File: src/rtl/fpe_pkg.sv
package fpe_pkg;

    typedef enum logic [1:0] {
        OP_READ  = 2'd0,
        OP_WRITE = 2'd1,
        OP_ERASE = 2'd2,
        OP_RSVD  = 2'd3
    } op_e;

    typedef enum logic [2:0] {
        ST_IDLE,
        ST_ISSUE,
        ST_READ,
        ST_WRITE,
        ST_WAIT
    } state_e;

    // error group, packed so it lands on status bits [4:1]
    typedef struct packed {
        logic flash;
        logic cmd;
        logic erase;
        logic len;
    } err_t;

    localparam int REG_FADDR  = 0;
    localparam int REG_BADDR  = 1;
    localparam int REG_CMD    = 2;
    localparam int REG_GO     = 3;
    localparam int REG_IRQEN  = 4;
    localparam int REG_STATUS = 5;

    localparam int SB_DONE    = 0;
    localparam int SB_ERR_LSB = 1;
    localparam int SB_BUSY    = 8;

    localparam int CMD_LEN_LSB = 8;

endpackage

File: src/rtl/fpe_check.sv
module fpe_check
    import fpe_pkg::*;
#(
    parameter int MAXLEN = 64,
    parameter int NSIZES = 3,
    parameter int LENW   = 7
) (
    input  op_e              op_i,
    input  logic [LENW-1:0]  len_i,
    input  logic [NSIZES-2:0] cap_i,
    output logic             ok_o,
    output err_t             err_o
);

    logic size_ok;

    always_comb begin
        size_ok = (len_i == '0);
        for (int i = 1; i < NSIZES; i++) begin
            if (len_i == LENW'(i) && cap_i[i-1]) begin
                size_ok = 1'b1;
            end
        end
    end

    always_comb begin
        err_o = '0;
        unique case (op_i)
            OP_READ, OP_WRITE: err_o.len   = (len_i == '0) || (len_i > LENW'(MAXLEN));
            OP_ERASE:          err_o.erase = !size_ok;
            OP_RSVD:           err_o.cmd   = 1'b1;
        endcase
        ok_o = !(err_o.len || err_o.erase || err_o.cmd);
    end

endmodule

File: src/rtl/fpe_regs.sv
module fpe_regs
    import fpe_pkg::*;
#(
    parameter int FAW  = 24,
    parameter int BAW  = 8,
    parameter int LENW = 7
) (
    input  logic            clk,
    input  logic            rst_n,
    input  logic            reg_we,
    input  logic [2:0]      reg_addr,
    input  logic [31:0]     reg_wdata,
    output logic [31:0]     reg_rdata,
    input  logic            busy_i,
    input  logic            set_done_i,
    input  err_t            set_err_i,
    output logic [FAW-1:0]  faddr_o,
    output logic [BAW-1:0]  baddr_o,
    output op_e             op_o,
    output logic [LENW-1:0] len_o,
    output logic            start_o,
    output logic            irq_en_o,
    output logic            done_o
);

    logic [1:0] op_q;
    err_t       err_q;
    logic       done_q;
    logic       wr_st;
    logic [4:0] clr_bits;
    logic       unused_bits;

    assign unused_bits = ^reg_wdata;
    assign wr_st    = reg_we && (reg_addr == 3'(REG_STATUS));
    assign clr_bits = wr_st ? reg_wdata[4:0] : 5'd0;
    assign start_o  = reg_we && (reg_addr == 3'(REG_GO)) && reg_wdata[0];
    assign op_o     = op_e'(op_q);
    assign done_o   = done_q;

    always_ff @(posedge clk or negedge rst_n) begin
        if (!rst_n) begin
            faddr_o  <= '0;
            baddr_o  <= '0;
            op_q     <= '0;
            len_o    <= '0;
            irq_en_o <= 1'b0;
        end else if (reg_we) begin
            unique case (reg_addr)
                3'(REG_FADDR): faddr_o  <= reg_wdata[FAW-1:0];
                3'(REG_BADDR): baddr_o  <= reg_wdata[BAW-1:0];
                3'(REG_CMD): begin
                    op_q  <= reg_wdata[1:0];
                    len_o <= reg_wdata[CMD_LEN_LSB +: LENW];
                end
                3'(REG_IRQEN): irq_en_o <= reg_wdata[0];
                default: ;
            endcase
        end
    end

    // status: write-one-to-clear, hardware set wins
    always_ff @(posedge clk or negedge rst_n) begin
        if (!rst_n) begin
            done_q <= 1'b0;
            err_q  <= '0;
        end else begin
            done_q <= (done_q && !clr_bits[SB_DONE]) || set_done_i;
            err_q  <= (err_q & ~err_t'(clr_bits[4:1])) | set_err_i;
        end
    end

    always_comb begin
        reg_rdata = '0;
        unique case (reg_addr)
            3'(REG_FADDR): reg_rdata[FAW-1:0] = faddr_o;
            3'(REG_BADDR): reg_rdata[BAW-1:0] = baddr_o;
            3'(REG_CMD): begin
                reg_rdata[1:0]                 = op_q;
                reg_rdata[CMD_LEN_LSB +: LENW] = len_o;
            end
            3'(REG_IRQEN): reg_rdata[0] = irq_en_o;
            3'(REG_STATUS): begin
                reg_rdata[SB_DONE]       = done_q;
                reg_rdata[SB_ERR_LSB +: 4] = err_q;
                reg_rdata[SB_BUSY]       = busy_i;
            end
            default: ;
        endcase
    end


    done_src_chk: assert property (@(posedge clk) disable iff (!rst_n)
        $rose(done_q) |-> $past(busy_i || start_o));


    w1c_chk: assert property (@(posedge clk) disable iff (!rst_n)
        (wr_st && reg_wdata[SB_DONE] && !set_done_i) |=> !done_q);

endmodule

File: src/rtl/fpe_fsm.sv
module fpe_fsm
    import fpe_pkg::*;
#(
    parameter int FAW    = 24,
    parameter int BAW    = 8,
    parameter int LENW   = 7,
    parameter int MAXLEN = 64,
    parameter int NSIZES = 3
) (
    input  logic            clk,
    input  logic            rst_n,
    input  logic            start_i,
    input  logic            enable_i,
    input  logic            chk_ok_i,
    input  err_t            chk_err_i,
    input  op_e             op_i,
    input  logic [LENW-1:0] len_i,
    input  logic [FAW-1:0]  faddr_i,
    input  logic [BAW-1:0]  baddr_i,
    output logic            fl_req_valid,
    input  logic            fl_req_ready,
    output op_e             fl_req_op,
    output logic [FAW-1:0]  fl_req_addr,
    output logic [LENW-1:0] fl_req_len,
    input  logic            fl_rd_valid,
    input  logic [7:0]      fl_rd_data,
    output logic            fl_wr_valid,
    input  logic            fl_wr_ready,
    output logic [7:0]      fl_wr_data,
    input  logic            fl_done,
    input  logic            fl_err,
    output logic [BAW-1:0]  buf_addr,
    output logic            buf_we,
    output logic [7:0]      buf_wdata,
    input  logic [7:0]      buf_rdata,
    output logic            busy_o,
    output logic            set_done_o,
    output err_t            set_err_o
);

    state_e          state_q, state_d;
    op_e             op_q;
    logic [LENW-1:0] len_q;
    logic [FAW-1:0]  faddr_q;
    logic [BAW-1:0]  baddr_q;
    logic [LENW-1:0] cnt_q;
    logic            accept;
    logic            last_beat;
    logic            beat;

    assign accept    = (state_q == ST_IDLE) && start_i && enable_i && chk_ok_i;
    assign last_beat = (cnt_q + LENW'(1)) == len_q;
    assign beat      = ((state_q == ST_READ) && fl_rd_valid) ||
                       ((state_q == ST_WRITE) && fl_wr_ready);
    assign busy_o    = (state_q != ST_IDLE);

    always_ff @(posedge clk or negedge rst_n) begin
        if (!rst_n) state_q <= ST_IDLE;
        else        state_q <= state_d;
    end

    always_ff @(posedge clk or negedge rst_n) begin
        if (!rst_n) begin
            op_q    <= OP_READ;
            len_q   <= '0;
            faddr_q <= '0;
            baddr_q <= '0;
            cnt_q   <= '0;
        end else if (accept) begin
            op_q    <= op_i;
            len_q   <= len_i;
            faddr_q <= faddr_i;
            baddr_q <= baddr_i;
            cnt_q   <= '0;
        end else if (beat) begin
            cnt_q   <= cnt_q + LENW'(1);
        end
    end

    always_comb begin
        state_d = state_q;
        unique case (state_q)
            ST_IDLE:  if (accept) state_d = ST_ISSUE;
            ST_ISSUE: if (fl_req_ready) begin
                unique case (op_q)
                    OP_READ:  state_d = ST_READ;
                    OP_WRITE: state_d = ST_WRITE;
                    default:  state_d = ST_WAIT;
                endcase
            end
            ST_READ:  if (fl_rd_valid && last_beat) state_d = ST_WAIT;
            ST_WRITE: if (fl_wr_ready && last_beat) state_d = ST_WAIT;
            ST_WAIT:  if (fl_done) state_d = ST_IDLE;
            default:  state_d = ST_IDLE;
        endcase
    end

    always_comb begin
        fl_req_valid = (state_q == ST_ISSUE);
        fl_req_op    = op_q;
        fl_req_addr  = faddr_q;
        fl_req_len   = len_q;
        fl_wr_valid  = 1'b0;
        fl_wr_data   = buf_rdata;
        buf_addr     = baddr_q + BAW'(cnt_q);
        buf_we       = 1'b0;
        buf_wdata    = fl_rd_data;
        set_done_o   = 1'b0;
        set_err_o    = '0;
        unique case (state_q)
            ST_IDLE: if (start_i && enable_i && !chk_ok_i) begin
                set_done_o = 1'b1;
                set_err_o  = chk_err_i;
            end
            ST_READ:  buf_we = fl_rd_valid;
            ST_WRITE: fl_wr_valid = 1'b1;
            ST_WAIT: if (fl_done) begin
                set_done_o      = 1'b1;
                set_err_o.flash = fl_err;
            end
            default: ;
        endcase
    end


    req_hold_chk: assert property (@(posedge clk) disable iff (!rst_n)
        (fl_req_valid && !fl_req_ready) |=>
            (fl_req_valid && $stable(fl_req_addr) && $stable(fl_req_len) && $stable(fl_req_op)));


    req_len_chk: assert property (@(posedge clk) disable iff (!rst_n)
        (fl_req_valid && fl_req_op != OP_ERASE) |->
            (fl_req_len != '0 && fl_req_len <= LENW'(MAXLEN)));


    erase_code_chk: assert property (@(posedge clk) disable iff (!rst_n)
        (fl_req_valid && fl_req_op == OP_ERASE) |-> (fl_req_len < LENW'(NSIZES)));


    no_rsvd_op_chk: assert property (@(posedge clk) disable iff (!rst_n)
        fl_req_valid |-> (fl_req_op != OP_RSVD));


    busy_rise_chk: assert property (@(posedge clk) disable iff (!rst_n)
        $rose(busy_o) |-> $past(start_i && enable_i));


    erase_no_data_chk: assert property (@(posedge clk) disable iff (!rst_n)
        (busy_o && op_q == OP_ERASE) |-> (!buf_we && !fl_wr_valid));

endmodule

File: src/rtl/flash_portal_engine.sv
module flash_portal_engine
    import fpe_pkg::*;
#(
    parameter  int FAW    = 24,
    parameter  int BAW    = 8,
    parameter  int MAXLEN = 64,
    parameter  int NSIZES = 3,
    localparam int LENW   = $clog2(MAXLEN + 1)
) (
    input  logic              clk,
    input  logic              rst_n,
    input  logic              enable,
    input  logic [NSIZES-2:0] erase_cap,
    input  logic              reg_we,
    input  logic [2:0]        reg_addr,
    input  logic [31:0]       reg_wdata,
    output logic [31:0]       reg_rdata,
    output logic              irq,
    output logic              fl_req_valid,
    input  logic              fl_req_ready,
    output logic [1:0]        fl_req_op,
    output logic [FAW-1:0]    fl_req_addr,
    output logic [LENW-1:0]   fl_req_len,
    input  logic              fl_rd_valid,
    input  logic [7:0]        fl_rd_data,
    output logic              fl_wr_valid,
    input  logic              fl_wr_ready,
    output logic [7:0]        fl_wr_data,
    input  logic              fl_done,
    input  logic              fl_err,
    output logic [BAW-1:0]    buf_addr,
    output logic              buf_we,
    output logic [7:0]        buf_wdata,
    input  logic [7:0]        buf_rdata
);

    logic            busy, set_done, start, irq_en, done, chk_ok;
    err_t            set_err, chk_err;
    op_e             cmd_op, req_op;
    logic [LENW-1:0] cmd_len;
    logic [FAW-1:0]  faddr;
    logic [BAW-1:0]  baddr;

    assign fl_req_op = req_op;
    assign irq       = done && irq_en;

    fpe_regs #(.FAW(FAW), .BAW(BAW), .LENW(LENW)) u_regs (
        .clk        (clk),
        .rst_n      (rst_n),
        .reg_we     (reg_we),
        .reg_addr   (reg_addr),
        .reg_wdata  (reg_wdata),
        .reg_rdata  (reg_rdata),
        .busy_i     (busy),
        .set_done_i (set_done),
        .set_err_i  (set_err),
        .faddr_o    (faddr),
        .baddr_o    (baddr),
        .op_o       (cmd_op),
        .len_o      (cmd_len),
        .start_o    (start),
        .irq_en_o   (irq_en),
        .done_o     (done)
    );

    fpe_check #(.MAXLEN(MAXLEN), .NSIZES(NSIZES), .LENW(LENW)) u_check (
        .op_i  (cmd_op),
        .len_i (cmd_len),
        .cap_i (erase_cap),
        .ok_o  (chk_ok),
        .err_o (chk_err)
    );

    fpe_fsm #(.FAW(FAW), .BAW(BAW), .LENW(LENW), .MAXLEN(MAXLEN), .NSIZES(NSIZES)) u_fsm (
        .clk          (clk),
        .rst_n        (rst_n),
        .start_i      (start),
        .enable_i     (enable),
        .chk_ok_i     (chk_ok),
        .chk_err_i    (chk_err),
        .op_i         (cmd_op),
        .len_i        (cmd_len),
        .faddr_i      (faddr),
        .baddr_i      (baddr),
        .fl_req_valid (fl_req_valid),
        .fl_req_ready (fl_req_ready),
        .fl_req_op    (req_op),
        .fl_req_addr  (fl_req_addr),
        .fl_req_len   (fl_req_len),
        .fl_rd_valid  (fl_rd_valid),
        .fl_rd_data   (fl_rd_data),
        .fl_wr_valid  (fl_wr_valid),
        .fl_wr_ready  (fl_wr_ready),
        .fl_wr_data   (fl_wr_data),
        .fl_done      (fl_done),
        .fl_err       (fl_err),
        .buf_addr     (buf_addr),
        .buf_we       (buf_we),
        .buf_wdata    (buf_wdata),
        .buf_rdata    (buf_rdata),
        .busy_o       (busy),
        .set_done_o   (set_done),
        .set_err_o    (set_err)
    );


    irq_follow_chk: assert property (@(posedge clk) disable iff (!rst_n)
        (fl_done && busy && !fl_req_valid && !fl_wr_valid && irq_en && !reg_we) |=> irq);

endmodule

File: config.mk
export PLATFORM = sky130hd
export DESIGN_NAME = flash_portal_engine
export DESIGN_NICKNAME = d
export VERILOG_FILES = /design/src/rtl/fpe_pkg.sv /design/src/rtl/fpe_check.sv /design/src/rtl/fpe_regs.sv /design/src/rtl/fpe_fsm.sv /design/src/rtl/flash_portal_engine.sv
export SDC_FILE = /design/constraint.sdc
export NUM_CORES = 1
export LEC_CHECK = 0
export BUFFER_PORTS_ARGS = -buffer_cell sky130_fd_sc_hd__buf_2
export CAP_MARGIN = 20
export CORE_MARGIN = 4
export CORE_UTILIZATION = 33
export CTS_CLUSTER_SIZE = 10
export DETAILED_ROUTE_END_ITERATION = 10
export PLACE_DENSITY = 0.55
export SYNTH_ARGS = -nofsm -noshare
export SYNTH_HDL_FRONTEND = slang
export SYNTH_SLANG_ARGS = --single-unit
File: constraint.sdc
create_clock -name clk -period 2.8 [get_ports clk]
set_clock_uncertainty 0.1 [all_clocks]
set_input_delay 0.28 -clock clk [delete_from_list [all_inputs] [get_ports clk]]
set_output_delay 0.28 -clock clk [all_outputs]
set_load 0.01 [all_outputs]
-- Word level (Yosys, flattened, before mapping)
Index checks and enable logic that the tools add are counted.
- add/subtract/negate cells: 2
- order comparisons: 1
- eq/ne operators: 21
- muxes and demuxes: 31
- bitwise logic cells: 3
- reductions and logical operators: 37
- operator list (kind ; number):
    $mux W3 ; 7
    $logic_and A1 B1 Y1 ; 16
    $pmux W3 S5 ; 1
    $mux W7 ; 2
    $eq A3 B2 Y1 const B ; 4
    $pmux W3 S2 ; 2
    $pmux W6 S2 ; 1
    $mux W1 ; 10
    $eq A3 B3 Y1 const B ; 3
    $mux W9 ; 1
    $pmux W3 S3 ; 1
    $add A8 B7 Y8 ; 1
    $reduce_and A2 Y1 ; 4
    $add A7 B1 Y7 const B ; 1
    $eq A7 B1 Y1 const B ; 1
    $eq A7 B2 Y1 const B ; 1
    $eq A7 B7 Y1 ; 1
    $gt A7 B7 Y1 const B ; 1
    $logic_not A7 Y1 ; 1
    $eq A3 B1 Y1 const B ; 2
    $logic_not A3 Y1 ; 2
    $ne A2 B2 Y1 const B ; 3
    $logic_or A1 B1 Y1 ; 5
    $mux W5 ; 1
    other kinds (16) ; 23
- flip-flop bits (word level): 98
- input port bits: 62
- output and inout bits: 93
- logic and storage cells: 111

-- Logic depth before layout (Yosys ltp)
- word-level depth: 12
- mapped depth: 9
- depth with buffers taken out: 9

-- Cells and area by module
A second synthesis with hierarchy kept.
- cells, all modules: 427
- area total of the unflattened synthesis: 5088.6 µm²
- modules (own cells, without submodules) (module ; times used ; cells each ; area an instance (µm²) ; sequential area each (µm²)):
    fpe_fsm ; 1 ; 231 ; 2703.8 ; 1276.2
    fpe_regs ; 1 ; 181 ; 2283.4 ; 1176.1
    fpe_check ; 1 ; 14 ; 95.1 ; 0.0
    flash_portal_engine ; 1 ; 1 ; 6.3 ; 0.0

-- Worst setup path after synthesis
Ideal clock, no wire load.
- path type: register to register
- start point: register u_regs.len_o[4]
- end point: register u_fsm.baddr_q[0]
- setup time: 0.125 ns
- arrival: 2.102 ns
- required time: 2.575 ns
- slack: 0.473 ns
- stages on the path, launching flop included: 7
- buffers on the path: 1
- clock period less this slack: 2.327 ns
- path through: dfrtp_1 > or4_1 > a2111oi_2 > a31oi_1 > a21o_1 > buf_6 > mux2_4
- longest elaborated chain between the ends: 10
- elaborated cells between the ends (all ways): 16
- classes of those cells: 1 x order compare; 2 x eq/ne; 4 x mux; 9 x reduce/logical
- ends and longest elaborated chain (what ; line ; source):
    from (decl) ; fpe_regs.sv:20 ; output logic [LENW-1:0] len_o,
    from (signal assigned) ; fpe_regs.sv:53 ; len_o <= reg_wdata[CMD_LEN_LSB +: LENW];
    $eq A7 B1 Y1 ; fpe_check.sv:20 ; if (len_i == LENW'(i) && cap_i[i-1]) begin
    $logic_and A1 B1 Y1 ; fpe_check.sv:20 ;
    $mux W1 (2 in series) ; fpe_check.sv:20 ;
    $logic_not A1 Y1 ; fpe_check.sv:30 ; OP_ERASE: err_o.erase = !size_ok;
    $mux W1 ; fpe_check.sv:28 ; unique case (op_i)
    $logic_or A1 B1 Y1 * (2 in series) ; fpe_check.sv:33 ; ok_o = !(err_o.len || err_o.erase || err_o.cmd);
    $logic_not A1 Y1 * ; fpe_check.sv:33 ;
    $logic_and A1 B1 Y1 * ; fpe_fsm.sv:51 ; assign accept = (state_q == ST_IDLE) && start_i && enable_i && chk_ok_i;
    to (signal assigned) ; fpe_fsm.sv:73 ; baddr_q <= baddr_i;
    to (decl) ; fpe_fsm.sv:45 ; logic [BAW-1:0] baddr_q;
Mark *: on every way between the ends. The rest lies on a longest branch, timed or not.
A chain may end at the register's enable or synchronous reset.

-- Worst setup path in the final report
- start point: register u_fsm.cnt_q[0]
- end point: output buf_addr[6]
- longest elaborated chain between the ends: 1
- ends and longest elaborated chain (what ; line ; source):
    from (decl) ; fpe_fsm.sv:46 ; logic [LENW-1:0] cnt_q;
    from (signal assigned) ; fpe_fsm.sv:76 ; cnt_q <= cnt_q + LENW'(1);
    $add A8 B7 Y8 ; fpe_fsm.sv:105 ; buf_addr = baddr_q + BAW'(cnt_q);
    to (decl) ; flash_portal_engine.sv:31 ; output logic [BAW-1:0] buf_addr,
No other way between the ends.

==> load_flow_metrics.sql <==
INSERT INTO impl_metrics (metric_group, metric, value, unit) VALUES
('detailed_routing', 'route.vias.total', '3527', ''),
('placement', 'total_half_perimeter_wirelength_after_legalization_and_detailed_placement', '9070', 'um'),
('cells_and_area', 'fin_nets', '588', ''),
('worst_setup_path', 'arrival_worst_endpoint', '2.27', 'ns'),
('sta', 'hold_viol', '0', ''),
('clocking', 'ctsRootBufferMaster', 'clkbuf_16', ''),
('yosys', 'yosysUniqueCellTypes', '48', ''),
('cells_and_area', 'final_core_util', '0.399', ''),
('yosys', 'mappedNetlistArea', '5120', 'sq um'),
('cells_and_area', 'final_standard_cell_count_with_taps_included_and_fillers_excluded', '710', ''),
('worst_setup_path', 'critPathKind', 'reg -> out', ''),
('power', 'power.share.combinational', '0.244', ''),
('clocking', 'cts_tree', 'yes', ''),
('yosys', 'yosys-top-cells-area', 'dfrtp_1 48%, mux2_4 12%, mux2_2 9.9%, buf_4 3.5%, mux2i_1 2.9%', ''),
('job', 'drv_cap', '0', ''),
('worst_setup_path', 'worstPathCellList', 'ha_1 > inv_1 > fa_1 > inv_1 > a21o_1 > a21oi_2 > o21bai_1 > a21oi_1 > xnor2_1 > buf_2', ''),
('power', 'power.switching_fraction', '0.328', ''),
('detailed_routing', 'dr.first_iter.drc_count', '128', ''),
('floorplanning', 'starting_density', '0.337', ''),
('placement', 'routabilityCongestion', '0.810', ''),
('clocking', 'clkSlewWorstSetupHoldPaths', '0.07', 'ns'),
('global_route', 'grt_use_met2', '0.221', ''),
('cells_and_area', 'stdcell_area', '6060', 'sq um'),
('yosys', 'synth_area_per_cell', '12.1', 'sq um'),
('power', 'power_leakage', '3.14', 'nW'),
('global_route', 'antenna_found_initial', '1', ''),
('detailed_routing', 'drt-wirelength-per-cell', '17.1', 'um'),
('yosys', 'ys.warnings.count', '0', ''),
('floorplanning', 'die_height', '133', 'um'),
('global_route', 'first_global_vias', '3753', ''),
('floorplanning', 'placeableCoreArea', '15200', 'sq um'),
('yosys', 'async_flop_share', '1.00', ''),
('detailed_routing', 'antenna_violating_nets_post_route', '0', ''),
('worst_setup_path', 'cp-startpoint', 'u_fsm.cnt_q[0]$_DFFE_PN0P_', ''),
('yosys', 'synthDominantCellAreaShare', '0.479', ''),
('clocking', 'cts_inserted_buffers', '9', ''),
('worst_hold_path', 'min-delay-start', 'reg_wdata[15]', ''),
('clocking', 'clockBufferDepth', '2', ''),
('clocking', 'ctsHtreeMaxLevel', '3', ''),
('floorplanning', 'die_footprint', '17600', 'sq um'),
('global_route', 'grt_use_total', '0.141', ''),
('worst_setup_path', 'cp_num_buf_inv', '3', ''),
('sta', 'max_slew_margin', '0.438', ''),
('yosys', 'synth-edff-count', '0', ''),
('cells_and_area', 'area.growth.synth_to_final', '18.2', '%'),
('worst_setup_path', 'critical-path-slowest-cell', 'dfrtp_2', ''),
('placement', 'place_inst', '693', ''),
('yosys', 'synth_cell_count_leaders', '98 x dfrtp_1, 45 x mux2_2, 40 x mux2_4', ''),
('cells_and_area', 'antenna_diode_count', '0', ''),
('placement', 'numPortBuffers', '106', ''),
('global_route', 'gr_layer_usage_met3', '0.0445', ''),
('cells_and_area', 'multiInputGateArea', '2390', 'sq um'),
('cells_and_area', 'post_route_cells_drive_above_1_share', '0.427', ''),
('worst_setup_path', 'timing.critical_path.to_type', 'primary output', ''),
('sta', 'timing.fmax', '0.377', 'GHz'),
('sta', 'worst_slew_pin_slew', '0.842', 'ns'),
('worst_setup_path', 'timing.reg2reg.worst_path_depth', '6', ''),
('worst_setup_path', 'slowest_delay', '0.46', 'ns'),
('power', 'ir_drop', '291', 'uV'),
('yosys', 'synth-main-ff-cell', 'dfrtp_1', ''),
('worst_setup_path', 'startpoint_type_of_the_worst_setup_path', 'flop', ''),
('worst_setup_path', 'path_max_fanout', '6', ''),
('cells_and_area', 'fillCellCount', '1476', ''),
('floorplanning', 'io-pin-count', '155', ''),
('detailed_routing', 'post-route-drc-count', '0', ''),
('power', 'pwr-share-seq', '0.463', ''),
('sta', 'finalMaxSlewViolations', '0', ''),
('worst_hold_path', 'whs_endpoint', 'u_regs.faddr_o[15]$_DFFE_PN0P_', ''),
('run_status', 'status', 'finished clean', ''),
('sta', 'post_route_fraction_of_the_period_consumed_by_the_critical_path', '0.946', ''),
('yosys', 'sequential_fraction_of_the_synthesis_area', '0.479', '');
routing by layer:
metal  vias to the layer above  part of all wire
met5                         -           0.00058
met3                        25             0.063
met1                      1732              0.44
met4                         2             0.022
li1                       1659                 -
met2                       109              0.47
power groups by stage:
| stage | sequential [W] | clock, W | combinational [W] |
|---|---|---|---|
| after global routing | 0.00191 | 0.00128 | 0.00110 |
| after CTS | 0.00187 | 0.00122 | 0.000992 |
| after global placement | 0.00188 | 0 | 0.000960 |
| final | 0.00187 | 0.00119 | 0.000984 |
| after detailed placement | 0.00189 | 0 | 0.000983 |
| after floorplan | 0.00180 | 0 | 0.000720 |
cell type report:
class | instances | share of cell area
Sequential cell | 98 | 0.405
Timing Repair Buffer | 117 | 0.108
Tap cell | 188 | 0.0388
Clock buffer | 9 | 0.0372
Inverter | 10 | 0.00619
Multi-Input combinational cell | 281 | 0.395
Clock inverter | 7 | 0.00970
how the worst max path moves through the flow:
stage / slack (ns) / endpoint
3_5_place_dp: 0.15 / u_fsm.fl_req_addr[6]$_DFFE_PN0N_
3_3_place_gp: 0.18 / u_fsm.fl_req_addr[5]$_DFFE_PN0N_
6_report: 0.15 / buf_addr[6]
4_1_cts: 0.06 / buf_addr[7]
2_1_floorplan: 0.47 / u_fsm.baddr_q[0]$_DFFE_PN0N_
5_1_grt: -0.003 / buf_addr[7]
registers in the layout, indices dropped and copies added, names as in the netlist:
| signal | cells |
|---|---|
| u_fsm.baddr_q | 8 |
| u_fsm.cnt_q | 7 |
| u_fsm.fl_req_addr | 24 |
| u_fsm.fl_req_len | 7 |
| u_fsm.fl_req_op | 2 |
| u_fsm.state_q | 3 |
| u_regs.baddr_o | 8 |
| u_regs.done_o | 1 |
| u_regs.err_q | 4 |
| u_regs.faddr_o | 24 |
| u_regs.irq_en_o | 1 |
| u_regs.len_o | 7 |
| u_regs.op_o | 2 |
stage by stage:
| stage | setup WS, ns | setup TNS [ns] |
|---|---|---|
| 2_1_floorplan | 0.473 | 0 |
| 3_3_place_gp | 0.185 | 0 |
| 3_5_place_dp | 0.153 | 0 |
| 4_1_cts | 0.0621 | 0 |
| 5_1_grt | -0.00268 | -0.00268 |
| 6_report | 0.150 | 0 |
repair_timing:
item	4_1_cts	5_1_grt
setup buffers	0	0
setup endpoints to repair	0	2
endpoints found under the hold margin	36	0
hold buffers	1	0
resized for setup	0	4
cell families after synthesis:
kind of cell / Yosys count / share of synthesized area
mux: 100 / 0.245
compound gates: 45 / 0.0591
simple gates: 102 / 0.102
xor+xnor: 17 / 0.0291
buf+inv: 52 / 0.0620
flops: 98 / 0.479
fa+ha+maj: 9 / 0.0234
other cells: 1 / 0.000732
worst register-to-register path, cell delays in order (launching register included):
cell and delay, ns:
dfrtp_1 0.43, or4_1 0.51, a2111oi_2 0.47, a31oi_1 0.22
a21o_2 0.27, buf_12 0.19, mux2_4 0.32
layout by cell type (no fill, tap or decap), types with 4 or more instances in the layout:
cell and instances:
xor2_1 4, clkbuf_16 9, nor2b_1 5, xnor2_1 13, nand2b_1 4, a21oi_1 5, mux2i_1 15, o21ai_0 13
and2_1 11, buf_2 105, nor2_1 20, buf_4 8, nor3_1 8, mux2_2 45, mux2_4 40, inv_1 10
dfrtp_1 97, nand2_1 26, o31ai_1 5, conb_1 8, and3_1 6, nand3_1 8, ha_1 8
(Power assumes the default switching activity.)
